[src/rtl/gpio_srcsel_pkg.sv]
package gpio_srcsel_pkg;

  localparam int ADDR_W = 8;

  localparam logic [ADDR_W-1:0] OFS_DATA = 8'h0C;
  localparam logic [ADDR_W-1:0] OFS_DIR  = 8'h10;
  localparam logic [ADDR_W-1:0] OFS_SRC  = 8'h14;

  typedef enum logic [1:0] {
    SEL_NONE = 2'd0,
    SEL_DATA = 2'd1,
    SEL_DIR  = 2'd2,
    SEL_SRC  = 2'd3
  } reg_sel_e;

  // Map a byte offset to the register it addresses.
  function automatic reg_sel_e decode_ofs(input logic [ADDR_W-1:0] a, input bit src_present);
    reg_sel_e s;
    s = SEL_NONE;
    if (a == OFS_DATA)                 s = SEL_DATA;
    else if (a == OFS_DIR)             s = SEL_DIR;
    else if (a == OFS_SRC && src_present) s = SEL_SRC;
    return s;
  endfunction

  // Value of one pin: source 1 picks the hardware side.
  function automatic logic [1:0] pick_pin(input logic src_hw,
                                          input logic sw_dir, input logic sw_val,
                                          input logic hw_dir, input logic hw_val);
    logic oe, v;
    oe = src_hw ? hw_dir : sw_dir;
    v  = src_hw ? hw_val : sw_val;
    return {oe, oe & v};
  endfunction

endpackage

[src/rtl/gpio_srcsel_regs.sv]
module gpio_srcsel_regs #(
  parameter int WIDTH = 8,
  parameter logic [WIDTH-1:0] DIR_RST  = '0,
  parameter logic [WIDTH-1:0] DATA_RST = '0
) (
  input  logic             clk,
  input  logic             rst_n,
  input  logic             data_wr,
  input  logic             dir_wr,
  input  logic [WIDTH-1:0] wval,
  output logic [WIDTH-1:0] data_q,
  output logic [WIDTH-1:0] dir_q
);

  always_ff @(posedge clk or negedge rst_n) begin
    if (!rst_n) begin
      data_q <= DATA_RST;
      dir_q  <= DIR_RST;
    end else begin
      if (data_wr) data_q <= wval;
      if (dir_wr)  dir_q  <= wval;
    end
  end

endmodule

[src/rtl/gpio_srcsel_srcctl.sv]
module gpio_srcsel_srcctl #(
  parameter int   WIDTH      = 8,
  parameter bit   SHARED_SRC = 1'b0,
  parameter logic SRC_RST    = 1'b0,
  localparam int  SRC_W      = SHARED_SRC ? 1 : WIDTH
) (
  input  logic             clk,
  input  logic             rst_n,
  input  logic             src_wr,
  input  logic [SRC_W-1:0] wval,
  output logic [SRC_W-1:0] src_q,
  output logic [WIDTH-1:0] src_vec
);

  always_ff @(posedge clk or negedge rst_n) begin
    if (!rst_n)      src_q <= {SRC_W{SRC_RST}};
    else if (src_wr) src_q <= wval;
  end

  generate
    if (SHARED_SRC) begin : g_shared
      assign src_vec = {WIDTH{src_q[0]}};
    end else begin : g_perpin
      assign src_vec = src_q;
    end
  endgenerate

endmodule

[src/rtl/gpio_srcsel_mux.sv]
module gpio_srcsel_mux
  import gpio_srcsel_pkg::*;
#(
  parameter int WIDTH = 8
) (
  input  logic [WIDTH-1:0] src_vec,
  input  logic [WIDTH-1:0] dir_q,
  input  logic [WIDTH-1:0] data_q,
  input  logic [WIDTH-1:0] hw_dir,
  input  logic [WIDTH-1:0] hw_data,
  output logic [WIDTH-1:0] pad_oe,
  output logic [WIDTH-1:0] pad_out
);

  for (genvar i = 0; i < WIDTH; i++) begin : g_pin
    logic [1:0] pin;
    assign pin        = pick_pin(src_vec[i], dir_q[i], data_q[i], hw_dir[i], hw_data[i]);
    assign pad_oe[i]  = pin[1];
    assign pad_out[i] = pin[0];
  end

endmodule

[src/rtl/gpio_srcsel_port.sv]
module gpio_srcsel_port
  import gpio_srcsel_pkg::*;
#(
  parameter int   WIDTH      = 8,
  parameter logic [WIDTH-1:0] DIR_RST  = '0,
  parameter logic [WIDTH-1:0] DATA_RST = '0,
  parameter logic SRC_RST    = 1'b0,
  parameter bit   SHARED_SRC = 1'b0,
  parameter bit   HW_SRC_EN  = 1'b1
) (
  input  logic             clk,
  input  logic             rst_n,
  input  logic             wr_en,
  input  logic [7:0]       addr,
  input  logic [31:0]      wdata,
  output logic [31:0]      rdata,
  input  logic [WIDTH-1:0] hw_data,
  input  logic [WIDTH-1:0] hw_dir,
  output logic [WIDTH-1:0] pad_oe,
  output logic [WIDTH-1:0] pad_out
);

  localparam int SRC_W = SHARED_SRC ? 1 : WIDTH;

  reg_sel_e         sel;
  logic             data_wr_hit, dir_wr_hit, src_wr_hit;
  logic [WIDTH-1:0] data_q, dir_q, src_vec;
  logic [SRC_W-1:0] src_q;

  assign sel         = decode_ofs(addr, HW_SRC_EN);
  assign data_wr_hit = wr_en && (sel == SEL_DATA);
  assign dir_wr_hit  = wr_en && (sel == SEL_DIR);
  assign src_wr_hit  = wr_en && (sel == SEL_SRC);

  gpio_srcsel_regs #(
    .WIDTH(WIDTH), .DIR_RST(DIR_RST), .DATA_RST(DATA_RST)
  ) u_regs (
    .clk(clk), .rst_n(rst_n), .data_wr(data_wr_hit), .dir_wr(dir_wr_hit),
    .wval(wdata[WIDTH-1:0]), .data_q(data_q), .dir_q(dir_q)
  );

  generate
    if (HW_SRC_EN) begin : g_src
      gpio_srcsel_srcctl #(
        .WIDTH(WIDTH), .SHARED_SRC(SHARED_SRC), .SRC_RST(SRC_RST)
      ) u_src (
        .clk(clk), .rst_n(rst_n), .src_wr(src_wr_hit),
        .wval(wdata[SRC_W-1:0]), .src_q(src_q), .src_vec(src_vec)
      );
    end else begin : g_nosrc
      assign src_q   = '0;
      assign src_vec = '0;
    end
  endgenerate

  gpio_srcsel_mux #(.WIDTH(WIDTH)) u_mux (
    .src_vec(src_vec), .dir_q(dir_q), .data_q(data_q),
    .hw_dir(hw_dir), .hw_data(hw_data), .pad_oe(pad_oe), .pad_out(pad_out)
  );

  always_comb begin
    rdata = '0;
    unique case (sel)
      SEL_DATA: rdata[WIDTH-1:0] = data_q;
      SEL_DIR:  rdata[WIDTH-1:0] = dir_q;
      SEL_SRC:  rdata[SRC_W-1:0] = src_q;
      default:  rdata = '0;
    endcase
  end

endmodule

[config.mk]
export PLATFORM = sky130hd
export DESIGN_NAME = gpio_srcsel_port
export DESIGN_NICKNAME = d
export VERILOG_FILES = /design/src/rtl/gpio_srcsel_pkg.sv /design/src/rtl/gpio_srcsel_regs.sv /design/src/rtl/gpio_srcsel_srcctl.sv /design/src/rtl/gpio_srcsel_mux.sv /design/src/rtl/gpio_srcsel_port.sv
export SDC_FILE = /design/constraint.sdc
export NUM_CORES = 1
export LEC_CHECK = 0
export ABC_AREA = 1
export ABC_CLOCK_PERIOD_IN_PS = 1100
export BUFFER_PORTS_ARGS = -buffer_cell sky130_fd_sc_hd__buf_4
export CAP_MARGIN = 20
export CELL_PAD_IN_SITES_DETAIL_PLACEMENT = 1
export CELL_PAD_IN_SITES_GLOBAL_PLACEMENT = 1
export CORE_UTILIZATION = 29
export DETAILED_ROUTE_END_ITERATION = 8
export PLACE_DENSITY = 0.84
export REMOVE_ABC_BUFFERS = 1
export SYNTH_ARGS = -nofsm -noshare
export SYNTH_HDL_FRONTEND = slang
export SYNTH_SLANG_ARGS = --single-unit
[constraint.sdc]
create_clock -name clk -period 1.1 [get_ports clk]
set_clock_uncertainty 0.15 [all_clocks]
set_input_delay 0 -clock clk [delete_from_list [all_inputs] [get_ports clk]]
set_output_delay 0 -clock clk [all_outputs]
set_load 0.01 [all_outputs]
**Word level (Yosys, flattened, before mapping)**

Index checks and enable logic that the tools add are counted.

- Equality and inequality tests: 6
- Bitwise logic cells: 8
- Div/mod/pow operators: 0
- Mux-type cells: 20
- Multiply operators: 0
- Reduce and logical (&&, ||, !) cells: 3
- $lt $le $gt $ge: 0
- Shift operators: 0
- Add/sub/neg operators: 0

Operators with widths:

| kind | number |
|---|---|
| 8-bit case mux with 3 select lines | 1 |
| 8-bit by 5-bit equality test with 1-bit output (second input constant) | 2 |
| 1-bit 2-to-1 mux | 16 |
| 1-bit bitwise AND | 8 |
| 8-bit by 4-bit equality test with 1-bit output (second input constant) | 1 |
| 2-bit 2-to-1 mux | 3 |
| 2-bit equality test (second input constant) | 2 |
| 1-bit logical AND | 3 |
| 2-bit by 1-bit equality test with 1-bit output (second input constant) | 1 |

- Latch bits: 0
- Memories: 0
- Output and inout bits: 48
- Register bits after elaboration: 24
- Memory bits (read-only): 0
- Input port bits: 59
- Memory bits (writable): 0

**Depth between registers and ports, before layout**

- Depth after elaboration: 6
- Mapped depth: 7
- Depth with buffers taken out: 6

**By module**

From an unflattened synthesis, not the netlist that was laid out.

- Cell total of the unflattened synthesis: 266
- Area total of the unflattened synthesis: 1764.2 µm²

Modules (own cells, without submodules):

| module | cells an instance | times used | area each (µm²) |
|---|---|---|---|
| gpio_srcsel_regs | 68 | 1 | 610.6 |
| gpio_srcsel_port | 84 | 1 | 498.0 |
| gpio_srcsel_srcctl | 42 | 1 | 365.4 |
| gpio_srcsel_mux | 72 | 1 | 290.3 |

**Worst setup path before layout**

No wires, ideal clock.

- Path type: reg-to-output
- Start: register g_src.u_src.src_q[5]
- End: output port pad_out[5]
- Cell stages (with the launch flop): 4
- Data arrival time: 0.879 ns
- Path slack: 0.071 ns
- Buffers on the path: 0
- Path through: dfrtp_1 -> mux2_2 -> nand2_1 -> inv_1

- Longest elaborated chain between the ends: 2
- Elaborated cells between the ends (all ways): 3
- Those cells by class: 2 x mux; 1 x bitwise

Ends and longest elaborated chain:

| what | line | text |
|---|---|---|
| start: declaration | gpio_srcsel_srcctl.sv:11 | `output logic [SRC_W-1:0] src_q,` |
| start signal: assignment | gpio_srcsel_srcctl.sv:16 | `if (!rst_n) src_q <= {SRC_W{SRC_RST}};` |
| start signal: assignment | gpio_srcsel_srcctl.sv:17 | `else if (src_wr) src_q <= wval;` |
| 1-bit 2-to-1 mux | gpio_srcsel_pkg.sv:31 | `oe = src_hw ? hw_dir : sw_dir;` |
| via pad_oe[5] | gpio_srcsel_port.sv:19 | `output logic [WIDTH-1:0] pad_oe,` |
| 1-bit bitwise AND | gpio_srcsel_pkg.sv:33 | `return {oe, oe & v};` |
| end: declaration | gpio_srcsel_port.sv:20 | `output logic [WIDTH-1:0] pad_out` |

The timed path passes the listed nets, and every way through them passes these cells.

**Final worst setup path**

- Start: register g_src.u_src.src_q[1]
- End: output port pad_out[1]

- Longest elaborated chain between the ends: 2
- Elaborated cells between the ends (all ways): 3
- Those cells by class: 2 x mux; 1 x bitwise

Ends and longest elaborated chain:

| what | line |
|---|---|
| 1-bit 2-to-1 mux, on equally long branches | gpio_srcsel_pkg.sv:31, gpio_srcsel_pkg.sv:32 |
| 1-bit bitwise AND * | gpio_srcsel_pkg.sv:33 |

Every way passes the cells marked *; elsewhere a longest branch is shown, timed or not.

==> out/qor.yml <==
status:
  status: "complete, but fails checks"
  violations: "setup timing"
worst_setup_path:
  start_kind: "flip-flop"
  crit_type: "reg2out"
  arrival_ns: 1.27
  cp.required_ns: 0.95
  cp_max_fo: 3
  end_kind: "output port"
pwr:
  p_leak_nw: 1.521
  ir_worst_vdd_uv: 425.2
  pwr_density_cell_mw_per_mm2: 826.9
  total_power_w: 0.002358
clock_tree:
  cts_made_buffers: 3
  clk_pin_slew_ns: 0.09
  clockBufferDepth: 2
  cts_tree: "built"
  cts_num_sinks: 24
  clk-insertion-delay-late_ns: 0.27
  cts.htree.levels: 1
  cts_root_buf: "clkbuf_8"
routing:
  drtAntennaViolNets: 0
  drt_iter0_markers: 91
  drt_pass1_iterations: 4
  num_vias: 1815
  wl_per_cell_um: 17.26
  drc_errors: 0
  avgViaCountPerCell: 4.739
  wirelength_mm: 6.611
synthesis:
  synth_cell_types: 18
  synthTopCellsByCount: "nand2_1 (59), nand3_1 (33), buf_4 (25)"
  ys_seq_area_frac: 0.3506
  yosys.cell_count.top_type: "nand2_1"
  syn-cell-area_sq_mm: 0.001713
  ys_seq_elements: 24
  ys.flop_type: "dfrtp_1"
  yosysTopAreaCell: "dfrtp_1"
  synth-edff-count: 0
  avgSynthCellArea_sq_um: 7.930
  synth_top_area_frac: 0.3506
  syn_inst: 216
  ys_async_sr_fraction: 1.000
  synth.area.top_cells: "dfrtp_1 (35%), nand2_1 (13%), buf_4 (11%)"
  synth-warning-count: 0
floorplanning:
  die-height_um: 78.86
  die_w_um: 78.86
  dieArea_sq_mm: 0.006218
  ios: 107
  core.rowCount: 27
  coreArea_sq_mm: 0.005608
  start_util: 0.3054
sta:
  finalSetupViolations: 26
  final_hold_viol_count: 0
  worst_slack_ns: -0.3221
  min_period_ns: 1.422
  rsz0062_at_grt: "true"
  finalCritPeriodShare: 1.293
  fmax_mhz: 703.2
  maxSlewViolCount: 0
run:
  max_cap_viol_count: 0
place:
  io_buffers: 58
  dpl_cell_area_sq_mm: 0.002260
  post-dp-hpwl_mm: 3.944
  routabilityCongestion: 0.8005
global_routing:
  grt_pass1_wl_mm: 9.384
  grt_max_degree: 25
  grt_pass1_vias: 1846
  grt_usage: 0.1979
  grt_overflow: 0
  antenna_found_initial: 0
finish:
  utilization: 0.5085
  drive_above_1_share: 0.5466
  design_area_sq_mm: 0.002851
  final_net_count: 371
  areaGrowthSynthToFinish_pct: 66.47
  diodes: 0
hold_path:
  hp-class: "in2async"
## sequential cells by signal, summed over array words and instances, names as in the netlist
name,flops
u_regs.data_q,8
g_src.u_src.src_q,8
u_regs.dir_q,8
## layout by cell type (no fill, tap or decap), drive strengths merged
master       count
buf             88
nand2           63
nand3           35
conb            24
dfrtp           24
inv             22
mux2            16
dlygate4sd3     10
nand4            8
o21ai            8
nor2             8
clkbuf           3
clkinv           1
bufinv           1
## final timing paths
kind | from | end | slack [ns] | cells after the start
hold reg to reg | u_regs.data_q[2] | u_regs.data_q[2] | 0.37 | 2
min in group clk | wr_en | u_regs.dir_q[5] | 0.05 | 4
max in group asynchronous | rst_n | g_src.u_src.src_q[0] | 0.52 | 2
setup / recovery | g_src.u_src.src_q[1] | pad_out[1] | -0.32 | 4
hold / removal | rst_n | u_regs.data_q[5] | 0.01 | 2
setup reg to reg | g_src.u_src.src_q[5] | g_src.u_src.src_q[5] | -0.10 | 5
## critical path: stages (launching register included)
cell and delay, ns:
dfrtp_2 0.47, mux2_4 0.33, nand2_2 0.06, inv_2 0.03, buf_6 0.10
## metal layers
metal  track usage  part of all wire  vias to the layer above  routed length, um
met4       0.04364            0.0059                        0                 39
met1        0.2480              0.41                      908               2706
met3       0.02414             0.045                        5                296
li1              -                 -                      840                  -
met5             0                 0                        -                  0
met2        0.3609              0.54                       62               3569
## where the power goes
group	switching [W]	total (W)	internal, W	leakage (nW)
Combinational	0.000278	0.000587	0.000309	1.16
Clock	0.000308	0.000795	0.000487	0.0357
Sequential	0.0000501	0.000975	0.000925	0.321
## logic make-up (layout without fill, tap and decap cells)
family	count (synthesis)	after routing	synth area share
DFF	24	24	0.3506
other	1	24	0.002189
and+or+nand+nor	114	114	0.3207
muxes	16	16	0.1052
AOI/OAI and AO/OA	8	8	0.04091
buffers and inverters	53	125	0.1804
## through the flow
step / hold slack (ns) / TNS [ns] / setup WS, ns / cells
5_1_grt: 0.02653 / -6.998 / -0.3568 / 383
3_3_place_gp: -0.2308 / -0.4702 / -0.05494 / 360
2_1_floorplan: -0.4456 / 0 / 0.06045 / 209
6_report: 0.01037 / -6.105 / -0.3221 / 383
3_5_place_dp: -0.2240 / -0.8225 / -0.07383 / 360
4_1_cts: 0.02159 / -5.956 / -0.3197 / 379
## cell type report
cell class	instances	area, sq um
tap	72	90.09
multi-input combinational	162	1092
timing repair buffer	98	903.4
clock inverter	1	30.03
clock buffer	3	41.29
inverter	23	86.33
sequential	24	608.1
fill	676	2756
## timing repair
action / 4_1_cts / 5_1_grt
setup endpoints to repair: 24 / 28
hold buffers: 10 / 0
pin swaps: 13 / 12
resized for setup: 56 / 46
hold endpoints to repair: 48 / 0
buffers inserted: 5 / 5
(Power assumes the default switching activity.)
